[config.mk]
export PLATFORM = sky130hd
export DESIGN_NAME = ecc_corrector
export DESIGN_NICKNAME = d
export VERILOG_FILES = /design/src/rtl/ecc_corr_pkg.sv /design/src/rtl/ecc_classify.sv /design/src/rtl/ecc_locate.sv /design/src/rtl/ecc_bit_flip.sv /design/src/rtl/ecc_corrector.sv
export SDC_FILE = /design/constraint.sdc
export NUM_CORES = 1
export LEC_CHECK = 0
export BUFFER_PORTS_ARGS = -buffer_cell sky130_fd_sc_hd__buf_2
export CAP_MARGIN = 25
export CORE_AREA = 5 5 63 87
export DETAILED_ROUTE_END_ITERATION = 10
export DIE_AREA = 0 0 68 92
export GPL_ROUTABILITY_DRIVEN = 1
export GPL_TIMING_DRIVEN = 0
export PLACE_DENSITY_LB_ADDON = 0.15
export REMOVE_ABC_BUFFERS = 1
export SETUP_SLACK_MARGIN = 0.2
export SYNTH_ARGS = -nofsm -noshare
export SYNTH_HDL_FRONTEND = slang
export SYNTH_SLANG_ARGS = --single-unit
export TNS_END_PERCENT = 1
[constraint.sdc]
create_clock -name clk_i -period 1.59 [get_ports clk_i]
set_input_delay 0.0795 -clock clk_i [delete_from_list [all_inputs] [get_ports clk_i]]
set_output_delay 0.0795 -clock clk_i [all_outputs]
set_load 0.005 [all_outputs]
[src/rtl/ecc_corr_pkg.sv]
package ecc_corr_pkg;
  typedef enum logic [1:0] {
    ST_CLEAN = 2'd0,
    ST_FIXED = 2'd1,
    ST_CODE  = 2'd2,
    ST_FATAL = 2'd3
  } ecc_status_e;

  // syndrome bit feeding byte index bit i (LSB first)
  function automatic int byte_src(input int i);
    case (i)
      0: return 9;
      1: return 11;
      2: return 13;
      3: return 15;
      4: return 1;
      5: return 3;
      6: return 5;
      7: return 7;
      default: return 17;
    endcase
  endfunction

  // syndrome bit feeding bit index bit i (LSB first)
  function automatic int bit_src(input int i);
    case (i)
      0: return 19;
      1: return 21;
      default: return 23;
    endcase
  endfunction
endpackage

[src/rtl/ecc_classify.sv]
module ecc_classify
  import ecc_corr_pkg::*;
#(
  parameter int CODE_W = 24
) (
  input  logic [CODE_W-1:0] syn_i,
  output ecc_status_e       status_o
);
  localparam int NPAIR = CODE_W / 2;

  logic [NPAIR-1:0] pair_ok;

  for (genvar k = 0; k < NPAIR; k++) begin : g_pair
    assign pair_ok[k] = syn_i[2*k] ^ syn_i[2*k+1];
  end

  always_comb begin
    if (syn_i == '0)         status_o = ST_CLEAN;
    else if (&pair_ok)       status_o = ST_FIXED;
    else if ($onehot(syn_i)) status_o = ST_CODE;
    else                     status_o = ST_FATAL;
  end
endmodule

[src/rtl/ecc_locate.sv]
module ecc_locate
  import ecc_corr_pkg::*;
#(
  parameter int CODE_W = 24,
  parameter int BYTE_W = 9,
  parameter int BIT_W  = 3
) (
  input  logic [CODE_W-1:0] syn_i,
  output logic [BYTE_W-1:0] byte_idx_o,
  output logic [BIT_W-1:0]  bit_idx_o
);
  for (genvar i = 0; i < BYTE_W; i++) begin : g_byte
    assign byte_idx_o[i] = syn_i[byte_src(i)];
  end

  for (genvar i = 0; i < BIT_W; i++) begin : g_bit
    assign bit_idx_o[i] = syn_i[bit_src(i)];
  end
endmodule

[src/rtl/ecc_bit_flip.sv]
module ecc_bit_flip #(
  parameter int DATA_W = 8,
  parameter int BIT_W  = 3
) (
  input  logic              en_i,
  input  logic [BIT_W-1:0]  bit_idx_i,
  input  logic [DATA_W-1:0] data_i,
  output logic [DATA_W-1:0] data_o
);
  localparam logic [DATA_W-1:0] ONE = DATA_W'(1);

  logic [DATA_W-1:0] mask;

  assign mask   = en_i ? (ONE << bit_idx_i) : '0;
  assign data_o = data_i ^ mask;
endmodule

[src/rtl/ecc_corrector.sv]
module ecc_corrector
  import ecc_corr_pkg::*;
#(
  parameter int CODE_W = 24,
  parameter int BYTE_W = 9,
  parameter int BIT_W  = 3,
  parameter int DATA_W = 8
) (
  input  logic              clk_i,
  input  logic              rst_ni,
  input  logic              start_i,
  input  logic [CODE_W-1:0] stored_code_i,
  input  logic [CODE_W-1:0] calc_code_i,
  input  logic [DATA_W-1:0] rmw_byte_i,
  output logic              done_o,
  output logic [1:0]        status_o,
  output logic [BYTE_W-1:0] byte_idx_o,
  output logic [BIT_W-1:0]  bit_idx_o,
  output logic [DATA_W-1:0] rmw_byte_o
);
  logic [CODE_W-1:0] syn;
  ecc_status_e       st_d, st_q;
  logic [BYTE_W-1:0] byte_d, byte_q;
  logic [BIT_W-1:0]  bit_d, bit_q;
  logic              done_q;

  assign syn = stored_code_i ^ calc_code_i;

  ecc_classify #(.CODE_W(CODE_W)) u_cls (
    .syn_i    (syn),
    .status_o (st_d)
  );

  ecc_locate #(.CODE_W(CODE_W), .BYTE_W(BYTE_W), .BIT_W(BIT_W)) u_loc (
    .syn_i      (syn),
    .byte_idx_o (byte_d),
    .bit_idx_o  (bit_d)
  );

  always_ff @(posedge clk_i or negedge rst_ni) begin
    if (!rst_ni) begin
      st_q   <= ST_CLEAN;
      byte_q <= '0;
      bit_q  <= '0;
      done_q <= 1'b0;
    end else begin
      done_q <= start_i;
      if (start_i) begin
        st_q <= st_d;
        // indices are meaningful only for a repairable error
        byte_q <= (st_d == ST_FIXED) ? byte_d : '0;
        bit_q  <= (st_d == ST_FIXED) ? bit_d  : '0;
      end
    end
  end

  ecc_bit_flip #(.DATA_W(DATA_W), .BIT_W(BIT_W)) u_fix (
    .en_i      (st_q == ST_FIXED),
    .bit_idx_i (bit_q),
    .data_i    (rmw_byte_i),
    .data_o    (rmw_byte_o)
  );

  assign done_o     = done_q;
  assign status_o   = st_q;
  assign byte_idx_o = byte_q;
  assign bit_idx_o  = bit_q;


  done_after_start_chk: assert property (@(posedge clk_i) disable iff (!rst_ni)
    start_i |=> done_o);

  done_only_after_start_chk: assert property (@(posedge clk_i) disable iff (!rst_ni)
    !start_i |=> !done_o);

  result_hold_chk: assert property (@(posedge clk_i) disable iff (!rst_ni)
    !start_i |=> ($stable(status_o) && $stable(byte_idx_o) && $stable(bit_idx_o)));

  idx_zero_chk: assert property (@(posedge clk_i) disable iff (!rst_ni)
    (status_o != ST_FIXED) |-> (byte_idx_o == '0 && bit_idx_o == '0));

  rmw_pass_chk: assert property (@(posedge clk_i) disable iff (!rst_ni)
    (status_o != ST_FIXED) |-> (rmw_byte_o == rmw_byte_i));

  rmw_one_flip_chk: assert property (@(posedge clk_i) disable iff (!rst_ni)
    (status_o == ST_FIXED) |-> ($countones(rmw_byte_o ^ rmw_byte_i) == 1));

  clean_chk: assert property (@(posedge clk_i) disable iff (!rst_ni)
    (start_i && stored_code_i == calc_code_i) |=> (status_o == ST_CLEAN));

  code_err_chk: assert property (@(posedge clk_i) disable iff (!rst_ni)
    (start_i && $onehot(syn)) |=> (status_o == ST_CODE));
endmodule

# ---- Yosys cells after proc, flatten, opt, wreduce, memory -nomap -nowiden
# Index checks and enable logic that the tools add are counted.
dict set report totals {
  reg_bits 15
  in_bits 59
}
dict set report op_classes {
  addsub 23
  n_eq_ne 3
  shift 1
  muxes 6
  n_bitwise 14
  reduce_logical 2
}
# operator count
set ops {}
lappend ops {{$add A5 B5 Y5} 11}
lappend ops {{$add A1 B1 Y2} 12}
lappend ops {{$logic_not A24 Y1} 1}
lappend ops {{$xor A24 B24 Y24} 1}
lappend ops {{$reduce_and A12 Y1} 1}
lappend ops {{$xor A1 B1 Y1} 12}
lappend ops {{$mux W9} 1}
lappend ops {{$mux W8} 1}
lappend ops {{$shl A1 B3 Y8 const A} 1}
lappend ops {{$xor A8 B8 Y8} 1}
lappend ops {{$eq A5 B1 Y1 const B} 1}
lappend ops {{$eq A2 B1 Y1 const B} 2}
lappend ops {{$mux W2} 2}
lappend ops {{$mux W3} 1}
lappend ops {{$mux W1} 1}

# ---- Logic depth before layout (Yosys ltp)
# Gate-level depths: netlist of run 1.
dict set report depth {
  ltp_word 12
  ltp_mapped 19
  mapped_depth_nobuf 19
}

# ---- By module
# From an unflattened synthesis of run 1, not the netlist that was laid out.
dict set report hier_totals {
  cells_unflattened 205
  hier_area_um2 2008.2
}
# module n_inst cells_each area_per_inst_um2 seq_area_each_um2
set by_module_without_submodules {}
lappend by_module_without_submodules {ecc_corrector 1 83 938.4 375.4}
lappend by_module_without_submodules {ecc_classify 1 94 824.5 0.0}
lappend by_module_without_submodules {ecc_bit_flip 1 16 155.1 0.0}
lappend by_module_without_submodules {ecc_locate 1 12 90.1 0.0}

# ---- Worst setup path after synthesis of run 1
# OpenSTA, ideal clock, no wires.
dict set report synth_timing {
  path_type {input-to-reg}
  start {input port calc_code_i[23]}
  end {register st_q[0] (netlist: status_o[0])}
  arrival_ns 4.189
  setup_slack_ns -2.742
  path_stages 15
  path_cell_list {xnor2_1 -> inv_1 -> ha_1 -> fa_1 -> inv_1 -> fa_1 -> fa_1 -> fa_1 -> fa_1 -> inv_1 -> ha_1 -> fa_1 -> xor2_1 -> nor4_1 -> a22oi_1}
}
dict set report synth_between {
  elab_chain_cells 9
  elab_cells_between_ends 12
  classes_between {add/sub: 4; eq/ne: 1; mux: 3; bitwise: 2; reduce/logical: 2}
}
# item line_no
set synth_lines {}
lappend synth_lines {{start, declared} ecc_corrector.sv:13} ;# input logic [CODE_W-1:0] calc_code_i,
lappend synth_lines {{$xor A24 B24 Y24 (*)} ecc_corrector.sv:27} ;# assign syn = stored_code_i ^ calc_code_i;
lappend synth_lines {{$add A1 B1 Y2 (not written as such)} ecc_classify.sv:20} ;# else if ($onehot(syn_i)) status_o = ST_CODE;
lappend synth_lines {{$add A5 B5 Y5 (not written as such) (3 in a row)} ecc_classify.sv:20}
lappend synth_lines {{$eq A5 B1 Y1} ecc_classify.sv:20}
lappend synth_lines {{$mux W1} ecc_classify.sv:20}
lappend synth_lines {{$mux W2} ecc_classify.sv:19} ;# else if (&pair_ok) status_o = ST_FIXED;
lappend synth_lines {{$mux W2 (*)} ecc_classify.sv:18} ;# if (syn_i == '0) status_o = ST_CLEAN;
lappend synth_lines {{end signal, assigned} ecc_corrector.sv:49} ;# st_q <= st_d;
lappend synth_lines {{end, declared} ecc_corrector.sv:22} ;# ecc_status_e st_d, st_q;
# Every way passes the cells marked *; elsewhere a longest branch is shown, timed or not.
# A chain may end at the register's enable or synchronous reset.

# ---- Worst setup path in the final report of run 1
dict set report layout_timing {
  start {input port calc_code_i[19]}
  end {register st_q[0] (netlist: status_o[0])}
}
# The elaborated chain is that of the path after synthesis.

==> tab_implementation.tex, run 1 <==
\begin{tabular}{lr}
\hline
Metric & Value \\
\hline
\multicolumn{2}{l}{\textbf{Status}} \\
\quad Run status & complete, but fails checks \\
\quad Failing checks & negative setup slack \\
\multicolumn{2}{l}{\textbf{Worst setup path}} \\
\quad CP Max Fanout & 2 \\
\quad Most numerous cell on the critical path & sky130\_fd\_sc\_hd\_\_fa\_1 \\
\quad Cell-by-cell listing of the critical path & buf\_6, xnor2\_2, inv\_2, ha\_4, fa\_1, inv\_2, fa\_1, fa\_1, fa\_1, fa\_1, inv\_2, ha\_4, fa\_2, nor4\_4, a22oi\_1 \\
\quad Sum of buffers and inverters on the critical path & 4 \\
\quad Critical Path Slowest Stage Cell & sky130\_fd\_sc\_hd\_\_fa\_1 \\
\quad Register-to-Register Path Depth & 4 \\
\quad Family with the most delay on the worst path & adder cells \\
\quad Worst reg2reg path endpoint & status\_o[0]\$\_DFFE\_PN0P\_ \\
\quad Register-to-register path setup slack & around 0.45 ns \\
\quad Startpoint type of the worst setup path & input pin \\
\quad Crit path kind & input pin to flip-flop \\
\quad Required time of the worst setup path & about 1.7 ns \\
\quad Maximum single-stage delay on the critical path & between 0.5 and 0.6 ns \\
\quad Nature of the critical path endpoint & flip-flop \\
\quad R2r startpoint & status\_o[0]\$\_DFFE\_PN0P\_ \\
\quad CP arrival & around 4.3 ns \\
\multicolumn{2}{l}{\textbf{Finish}} \\
\quad Ratio of cells with drive above 1 in the final layout & between 50\% and 60\% \\
\quad Total area of multi-input combinational cells & approximately 1700 um\^{}2 \\
\quad Count of filler cells inserted in the layout & roughly 360 \\
\quad Final nets & 415 \\
\quad Seq. cell area & 379.1 um\^{}2 \\
\quad \# diodes & 0 \\
\quad Most common cell after layout, fill and taps aside & sky130\_fd\_sc\_hd\_\_buf\_2 \\
\quad Layout Area Growth over Synthesis & 50.91\% \\
\quad Commonest non-fill, non-tap cells in the layout & sky130\_fd\_sc\_hd\_\_buf\_2 (74), sky130\_fd\_sc\_hd\_\_inv\_1 (49), sky130\_fd\_sc\_hd\_\_ha\_1 (22) \\
\quad Utilization after layout & about two thirds \\
\multicolumn{2}{l}{\textbf{Job}} \\
\quad Number of maximum-capacitance violations & 0 \\
\multicolumn{2}{l}{\textbf{Yosys}} \\
\quad Share of Yosys cell area claimed by the top area cell type & around a fifth \\
\quad Avg Inst Size Synth & $\sim$9.4 um\^{}2 \\
\quad Yosys synthesis warning count & 0 \\
\quad Leading area contributor after synthesis & sky130\_fd\_sc\_hd\_\_ha\_1 \\
\quad Post-synthesis cell type count & 24 \\
\quad Mapped Cells & 210 \\
\quad Count of state elements after synthesis & 15 \\
\quad Total standard cell area after synthesis & around 2000 um\^{}2 \\
\quad Cells taking the most area after synthesis & sky130\_fd\_sc\_hd\_\_ha\_1 (20\%), sky130\_fd\_sc\_hd\_\_fa\_1 (19\%), sky130\_fd\_sc\_hd\_\_dfrtp\_1 (19\%), sky130\_fd\_sc\_hd\_\_inv\_1 (13\%), sky130\_fd\_sc\_hd\_\_xnor2\_1 (7.9\%) \\
\quad Sequential element share of the synthesized area & a little under a fifth \\
\multicolumn{2}{l}{\textbf{GRT}} \\
\quad Pin count of the biggest net entering global routing & 17 \\
\quad Number of antenna violations at the first check in global routing & 0 \\
\quad Number of global-route vias before repair & about 1800 \\
\quad Overflow after GRT & 0 \\
\quad Total global routing track utilization & 15.97\% \\
\quad Global-route wire length before repair & between 7 and 8 mm \\
\multicolumn{2}{l}{\textbf{Power}} \\
\quad Worst voltage drop across the vdd grid & roughly 0.0026 V \\
\quad P\_leak & about 1.6 nW \\
\quad Power density relative to cell area & 1575 nW/um\^{}2 \\
\multicolumn{2}{l}{\textbf{Clock network}} \\
\quad Maximum level of the CTS H-tree & 1 \\
\quad Sinks on the clock net & 15 \\
\quad Latest clock arrival within the worst-skew pair & 0.25 ns \\
\quad Total CTS buffers & 3 \\
\quad Max Root-Sink Buffers & 2 \\
\quad Reg clk slew, reported paths & about 0.06 ns \\
\quad Clock tree root buffer cell & sky130\_fd\_sc\_hd\_\_clkbuf\_8 \\
\quad TritonCTS clock tree & done \\
\multicolumn{2}{l}{\textbf{Drt}} \\
\quad Routed wirelength normalized by instance count & 13.28 um \\
\quad Per-cell via count in the routed design & 4.567 \\
\quad Number of vias after detailed routing & approximately 1700 \\
\quad Drt first-iter violations & between 40 and 50 \\
\quad Drt total wl & 4.874 mm \\
\quad Total iterations of the first detailed-routing run & 4 \\
\quad Remaining number of nets flagged by the antenna check after routing & 0 \\
\quad DRC violation count after routing & 0 \\
\multicolumn{2}{l}{\textbf{STA}} \\
\quad Tightest Pin Transition & roughly 0.38 ns \\
\quad Final worst path period share & 260.0\% \\
\quad Setup-failing EPs final & 16 \\
\quad Final count of pins violating max slew & 0 \\
\quad Remaining max-slew budget at the tightest pin & 74.64\% \\
\quad Setup repair after global routing missed its margin & true \\
\quad Worst clock skew & 0 ns \\
\quad Maximum frequency from static timing analysis & $\sim$0.24 GHz \\
\quad Time the final worst path needs with I/O delays and setup & 4.134 ns \\
\quad Final hold violation count & 0 \\
\quad Setup TNS & -2.920 ns \\
\quad Setup WS post-layout & -2.544 ns \\
\multicolumn{2}{l}{\textbf{Die}} \\
\quad Site Rows & 29 \\
\quad Full die area & about 6300 um\^{}2 \\
\quad Effective utilization at floorplan & between 40 and 50\% \\
\quad Core ar. & about 4500 um\^{}2 \\
\quad Number of top-level design ports & 82 \\
\quad Chip Height & a little over 90 um \\
\quad Horizontal extent of the die & 68 um \\
\multicolumn{2}{l}{\textbf{Placed design}} \\
\quad Count of input and output buffers & 81 \\
\quad RePlAce Congestion & 0.8505 \\
\quad Total half-perimeter wirelength after legalization and detailed placement & approximately 3.9 mm \\
\multicolumn{2}{l}{\textbf{Worst hold path}} \\
\quad Worst Hold Endpoint & done\_o\$\_DFF\_PN0\_ \\
\quad Cell count of the worst hold path & 1 \\
\quad Startpoint of the worst hold path & start\_i \\
\quad Hold/Removal Path Class & input pin to flip-flop \\
\hline
\end{tabular}
-- flip-flops by register name, indices dropped and copies added, names as in the netlist --
| register | cells |
|---|---|
| byte_idx_o | 9 |
| done_o | 1 |
| status_o | 2 |
| bit_idx_o | 3 |
-- routing by layer --
metal	global-route usage (%)	part of all wire, %	vias up
li1	-	-	827
met1	17.99	35	783
met2	29.61	56	55
met3	1.956	6.1	11
met4	5.473	2.6	0
met5	0	0	-
-- cells by family after synthesis --
kind of cell | count (synthesis) | synth area share (%)
AOI/OAI and AO/OA | 17 | 5.489
xor gates and xnor gates | 34 | 15.77
adders and majority gates | 50 | 38.74
buffers and inverters | 73 | 14.01
DFF | 15 | 18.93
and+or+nand+nor | 21 | 7.066
-- area by class of cell --
class | count | share of cell area (%)
multi-input cells | 122 | 56.15
repair buffers | 93 | 18.10
flip-flops and latches | 15 | 12.67
inverters | 71 | 8.988
well taps | 62 | 2.592
clock buffers | 4 | 1.505
-- worst max-delay path by stage --
stage	from	to	depth (start not counted)
floorplan	calc_code_i[23]	status_o[0]$_DFFE_PN0P_	15
detailed placement	calc_code_i[23]	status_o[0]$_DFFE_PN0P_	16
finish	calc_code_i[19]	status_o[0]$_DFFE_PN0P_	15
global placement	calc_code_i[23]	status_o[0]$_DFFE_PN0P_	16
global route	calc_code_i[5]	status_o[0]$_DFFE_PN0P_	19
CTS	stored_code_i[5]	status_o[0]$_DFFE_PN0P_	18
-- repair_timing --
| action | in CTS | in global routing |
|---|---|---|
| pin swaps | 23 | 27 |
| buffers inserted | 8 | 3 |
| endpoints found under the setup margin | 22 | 22 |
| hold buffers | 1 | 0 |
| resized for setup | 43 | 39 |
| endpoints found under the hold margin | 15 | 0 |
-- synth_stat cells, drive strengths merged --
library cell and instances:
fa 19, nand3 1, inv 71, buf 1
a22oi 1, nand2b 2, nand3b 1, o22ai 13
xor2 14, or3 1, nor3 2, a21oi 1
dfrtp 15, clkbuf 1, or4 3, nand2 2
nor4 4, xnor2 20, nand4 5, o31ai 1
a21o 1, ha 31
-- per-stage QoR --
stage | worst slack, ns | instances | cell area (um^2) | power (mW) | hold slack, ns
final | -2.544 | 367 | 2993 | 4.713 | 0.1097
after global placement | -3.197 | 351 | 2455 | 3.428 | -0.001753
after floorplan | -2.742 | 208 | 1972 | 2.813 | -0.2161
after CTS | -2.689 | 364 | 2783 | 4.109 | 0.1104
after global routing | -2.701 | 367 | 2993 | 5.348 | 0.1108
after detailed placement | -3.263 | 351 | 2455 | 3.530 | -0.0008574
-- power by group --
part	internal, mW	leakage [nW]	switching (mW)
registers	0.400	0.196	0.0179
clock network	0.178	0.0228	0.132
logic	1.94	1.35	2.05
-- worst reg2reg max path, cell delays in order, from the launching register on --
cell                       delay (ns)
sky130_fd_sc_hd__dfrtp_1         0.42
sky130_fd_sc_hd__nand2b_1        0.14
sky130_fd_sc_hd__nand3b_1        0.13
sky130_fd_sc_hd__nor4_4          0.22
sky130_fd_sc_hd__a22oi_1         0.09
No activity file was read; power rests on OpenSTA's default activity.
==> run 2, diff against run 1 <==
CORE_AREA = 10 10 68 93   (was 5 5 63 87)
DIE_AREA = 0 0 78 103   (was 0 0 68 92)
SYNTH_HIERARCHICAL = 1   (was default)
==> run 2 against run 1 <==
  * The flow still finishes with violations (negative setup slack)
  * Utilization shrank 9.5 points
  * Sequential share of layout area up 1.5 points
  * Final cell count fell by 7.1%
  * Clock skew stayed put
==> tab_implementation.tex, run 2 <==
\begin{tabular}{lr}
\hline
Metric & Value \\
\hline
\multicolumn{2}{l}{\textbf{Power}} \\
\quad P\_leak & 1.380 nW \\
\quad Part of the power in combinational logic & 80.8\% \\
\quad Worst voltage drop across the vdd grid & 0.001637 V \\
\quad Net switching power of the design & approximately 1.7 mW \\
\quad Sequential fraction of design power & 10.9\% \\
\quad Switch share & 46.88\% \\
\quad Clock network power share & under 10\% \\
\quad Internal power consumption & $\sim$1.9 mW \\
\quad Power density relative to cell area & 1351 nW/um\^{}2 \\
\multicolumn{2}{l}{\textbf{STA}} \\
\quad Setup WS post-layout & -2.680 ns \\
\quad Maximum frequency from static timing analysis & 0.2342 GHz \\
\quad Remaining max-slew budget at the tightest pin & a little over 60\% \\
\quad Tightest Pin Transition & 0.5930 ns \\
\quad Time the final worst path needs with I/O delays and setup & between 4 and 5 ns \\
\quad Worst clock skew & 0 ns \\
\quad Setup repair after global routing missed its margin & true \\
\quad Final hold violation count & 0 \\
\quad Setup TNS & -34.71 ns \\
\quad Setup-failing EPs final & 14 \\
\quad Final count of pins violating max slew & 0 \\
\quad Final worst path period share & 268.6\% \\
\multicolumn{2}{l}{\textbf{Drt}} \\
\quad DRC violation count after routing & 0 \\
\quad Routed wirelength normalized by instance count & 13.79 um \\
\quad Drt first-iter violations & about 110 \\
\quad Drt total wl & 4.702 mm \\
\quad Number of vias after detailed routing & around 1500 \\
\quad Remaining number of nets flagged by the antenna check after routing & 0 \\
\quad Per-cell via count in the routed design & around 4.5 \\
\quad Total iterations of the first detailed-routing run & 4 \\
\multicolumn{2}{l}{\textbf{Yosys}} \\
\quad Post-synthesis cell type count & 25 \\
\quad Primary flip-flop cell chosen by synthesis mapping & sky130\_fd\_sc\_hd\_\_dfrtp\_1 \\
\quad Count of flip-flops with a built-in enable after synthesis & 0 \\
\quad Yosys synthesis warning count & 6 \\
\quad Sequential element share of the synthesized area & a little under a fifth \\
\quad Avg Inst Size Synth & about 9.8 um\^{}2 \\
\quad Leading area contributor after synthesis & sky130\_fd\_sc\_hd\_\_dfrtp\_1 \\
\quad Total standard cell area after synthesis & 2008 um\^{}2 \\
\quad Cells taking the most area after synthesis & sky130\_fd\_sc\_hd\_\_dfrtp\_1 (19\%), sky130\_fd\_sc\_hd\_\_fa\_1 (17\%), sky130\_fd\_sc\_hd\_\_xor2\_1 (12\%), sky130\_fd\_sc\_hd\_\_ha\_1 (11\%), sky130\_fd\_sc\_hd\_\_inv\_1 (11\%) \\
\quad FFs w/ async S/R, synth & 100.0\% \\
\quad Library cell with the highest instance count after synthesis & sky130\_fd\_sc\_hd\_\_inv\_1 \\
\quad Count of state elements after synthesis & 15 \\
\quad Share of Yosys cell area claimed by the top area cell type & a little under a fifth \\
\quad Leading post-synthesis cells by instance count & sky130\_fd\_sc\_hd\_\_inv\_1 (57), sky130\_fd\_sc\_hd\_\_xor2\_1 (28), sky130\_fd\_sc\_hd\_\_ha\_1 (18), sky130\_fd\_sc\_hd\_\_fa\_1 (17), sky130\_fd\_sc\_hd\_\_dfrtp\_1 (15) \\
\quad Mapped Cells & approximately 200 \\
\multicolumn{2}{l}{\textbf{Worst setup path}} \\
\quad Most numerous cell on the critical path & sky130\_fd\_sc\_hd\_\_fa\_1 \\
\quad Startpoint type of the worst setup path & input pin \\
\quad Nature of the critical path endpoint & flip-flop \\
\quad Cell-by-cell listing of the critical path & buf\_6, xor2\_4, fa\_1, inv\_1, fa\_1, inv\_2, fa\_1, fa\_1, inv\_1, fa\_1, inv\_1, ha\_4, fa\_2, nor4\_4, a41oi\_4, nand2b\_4, o22ai\_2 \\
\quad Crit path kind & input pin to flip-flop \\
\quad CP arrival & around 4.4 ns \\
\quad CP Max Fanout & 6 \\
\quad Required time of the worst setup path & between 1.5 and 2 ns \\
\quad Critical Path Slowest Stage Cell & sky130\_fd\_sc\_hd\_\_fa\_1 \\
\quad Maximum single-stage delay on the critical path & 0.56 ns \\
\multicolumn{2}{l}{\textbf{Clock network}} \\
\quad Maximum level of the CTS H-tree & 1 \\
\quad Max Root-Sink Buffers & 2 \\
\quad Total CTS buffers & 3 \\
\quad Clock tree root buffer cell & sky130\_fd\_sc\_hd\_\_clkbuf\_8 \\
\quad Reg clk slew, reported paths & roughly 0.060 ns \\
\quad Latest clock arrival within the worst-skew pair & 0.24 ns \\
\quad TritonCTS clock tree & done \\
\quad Sinks on the clock net & 15 \\
\multicolumn{2}{l}{\textbf{Finish}} \\
\quad Final std cells w/o fill & $\sim$340 \\
\quad Flip-flop count of the largest register, all copies and words added & 9 \\
\quad Layout Area Growth over Synthesis & 32.02\% \\
\quad Final instance area & 2651 um\^{}2 \\
\quad \# diodes & 0 \\
\quad Final nets & approximately 370 \\
\quad Most common cell after layout, fill and taps aside & sky130\_fd\_sc\_hd\_\_buf\_2 \\
\quad Ratio of cells with drive above 1 in the final layout & 46.57\% \\
\quad Commonest non-fill, non-tap cells in the layout & sky130\_fd\_sc\_hd\_\_buf\_2 (79), sky130\_fd\_sc\_hd\_\_inv\_1 (56), sky130\_fd\_sc\_hd\_\_ha\_1 (17) \\
\multicolumn{2}{l}{\textbf{Die}} \\
\quad Site Rows & 30 \\
\quad Number of top-level design ports & between 80 and 90 \\
\quad Core ar. & approximately 4700 um\^{}2 \\
\quad Effective utilization at floorplan & 42.80\% \\
\quad Full die area & between 8000 and 9000 um\^{}2 \\
\quad Chip Height & between 100 and 150 um \\
\quad Horizontal extent of the die & 78 um \\
\multicolumn{2}{l}{\textbf{Job}} \\
\quad Number of maximum-capacitance violations & 0 \\
\multicolumn{2}{l}{\textbf{Placed design}} \\
\quad Standard cell area after detailed placement & around 2300 um\^{}2 \\
\quad Count of input and output buffers & 81 \\
\quad RePlAce Congestion & $\sim$0.76 \\
\quad Cell total after placement & roughly 330 \\
\quad Total half-perimeter wirelength after legalization and detailed placement & 4.027 mm \\
\multicolumn{2}{l}{\textbf{Worst hold path}} \\
\quad Hold/Removal Path Class & input pin to flip-flop \\
\multicolumn{2}{l}{\textbf{GRT}} \\
\quad Total global routing track utilization & between 10\% and 20\% \\
\quad Number of antenna violations at the first check in global routing & 0 \\
\quad Overflow after GRT & 0 \\
\quad Number of global-route vias before repair & approximately 1800 \\
\quad Pin count of the biggest net entering global routing & 28 \\
\quad Global-route wire length before repair & slightly below 8 mm \\
\multicolumn{2}{l}{\textbf{Status}} \\
\quad Failing checks & negative setup slack \\
\quad Run status & complete, but fails checks \\
\hline
\end{tabular}
## run 2: changes by cell type in the layout (fill, tap and decap cells not counted), sizes merged, moves of 2 or more
cell    previous run  this run
xnor2             20         4
inv               71        57
xor2              14        28
ha                31        18
buf               92        82
nand2              2        12
and4bb             0         3
nand4b             0         3
nor4               4         1
or4                3         0
fa                19        17
mux2               0         2
nand4              5         7
nor2b              0         2
## run 2: layer usage
layer  wire length (um)  share of wire [%]  GRT usage, %
met2               2724                 58         24.06
met1               1612                 34         11.43
met3                287                6.1         2.618
met5                  0                  0             0
met4                 78                1.7         4.703
## run 2: cells by family after synthesis
logic type | share of synthesized area [%]
muxes | 1.495
AOI/OAI and AO/OA | 8.224
and+or+nand+nor | 11.22
xor gates and xnor gates | 13.96
DFF | 18.69
buffers and inverters | 18.26
adders and majority gates | 28.16
## run 2: timing repair
action / 4_1_cts / 5_1_grt
pin swaps: 21 / 9
hold buffers: 1 / 0
endpoints found under the hold margin: 15 / 0
buffers inserted: 1 / 0
resized for setup: 28 / 7
endpoints found under the setup margin: 22 / 22
gates cloned: 1 / 0
## run 2: area by class of cell
type	count	area (um^2)
repair buffers	83	435.4
well taps	64	80.08
inverters	57	214.0
flip-flops and latches	15	375.4
multi-input cells	118	1501
fillers	438	2041
clock buffers	4	45.04
## run 2: worst paths after layout
check	slack, ns	endpoint	from	depth (start not counted)
setup / recovery	-2.68	byte_idx_o[2]$_DFFE_PN0P_	calc_code_i[13]	17
hold / removal	0.15	byte_idx_o[6]$_DFFE_PN0P_	stored_code_i[5]	4
setup reg to reg	0.76	bit_idx_o[1]$_DFFE_PN0P_	bit_idx_o[1]$_DFFE_PN0P_	2
hold reg to reg	0.54	byte_idx_o[7]$_DFFE_PN0P_	byte_idx_o[7]$_DFFE_PN0P_	2
max in group asynchronous	1.07	byte_idx_o[8]$_DFFE_PN0P_	rst_ni	2
min in group asynchronous	0.27	done_o$_DFF_PN0_	rst_ni	2
## run 2: power groups by stage
stage	Clock (mW)	Combinational, mW	Sequential, mW
floorplan	0	1.50	0.396
global placement	0	1.97	0.396
detailed placement	0	2.01	0.396
CTS	0.311	2.78	0.389
global route	0.322	3.30	0.390
finish	0.299	2.89	0.389
## run 2: worst max-delay path, delay by kind of cell
family                   cells  cell delay [ns]
adder cells (fa/ha/maj)      7             3.23
AO/OA/AOI/OAI                2             0.43
buffers and inverters        5             0.31
XOR/XNOR                     1             0.19
AND/OR/NAND/NOR              2             0.19
## run 2: metrics by stage
stage | util [%] | setup WS (ns) | hold WS [ns] | power [mW]
floorplan | - | -2.801 | -0.2161 | 1.896
global placement | 49.89 | -3.278 | 0.0009817 | 2.369
detailed placement | 49.89 | -3.272 | 0.0008273 | 2.410
CTS | 55.25 | -2.652 | 0.1479 | 3.484
global route | 56.51 | -2.822 | 0.1719 | 4.009
finish | 56.51 | -2.680 | 0.1469 | 3.582
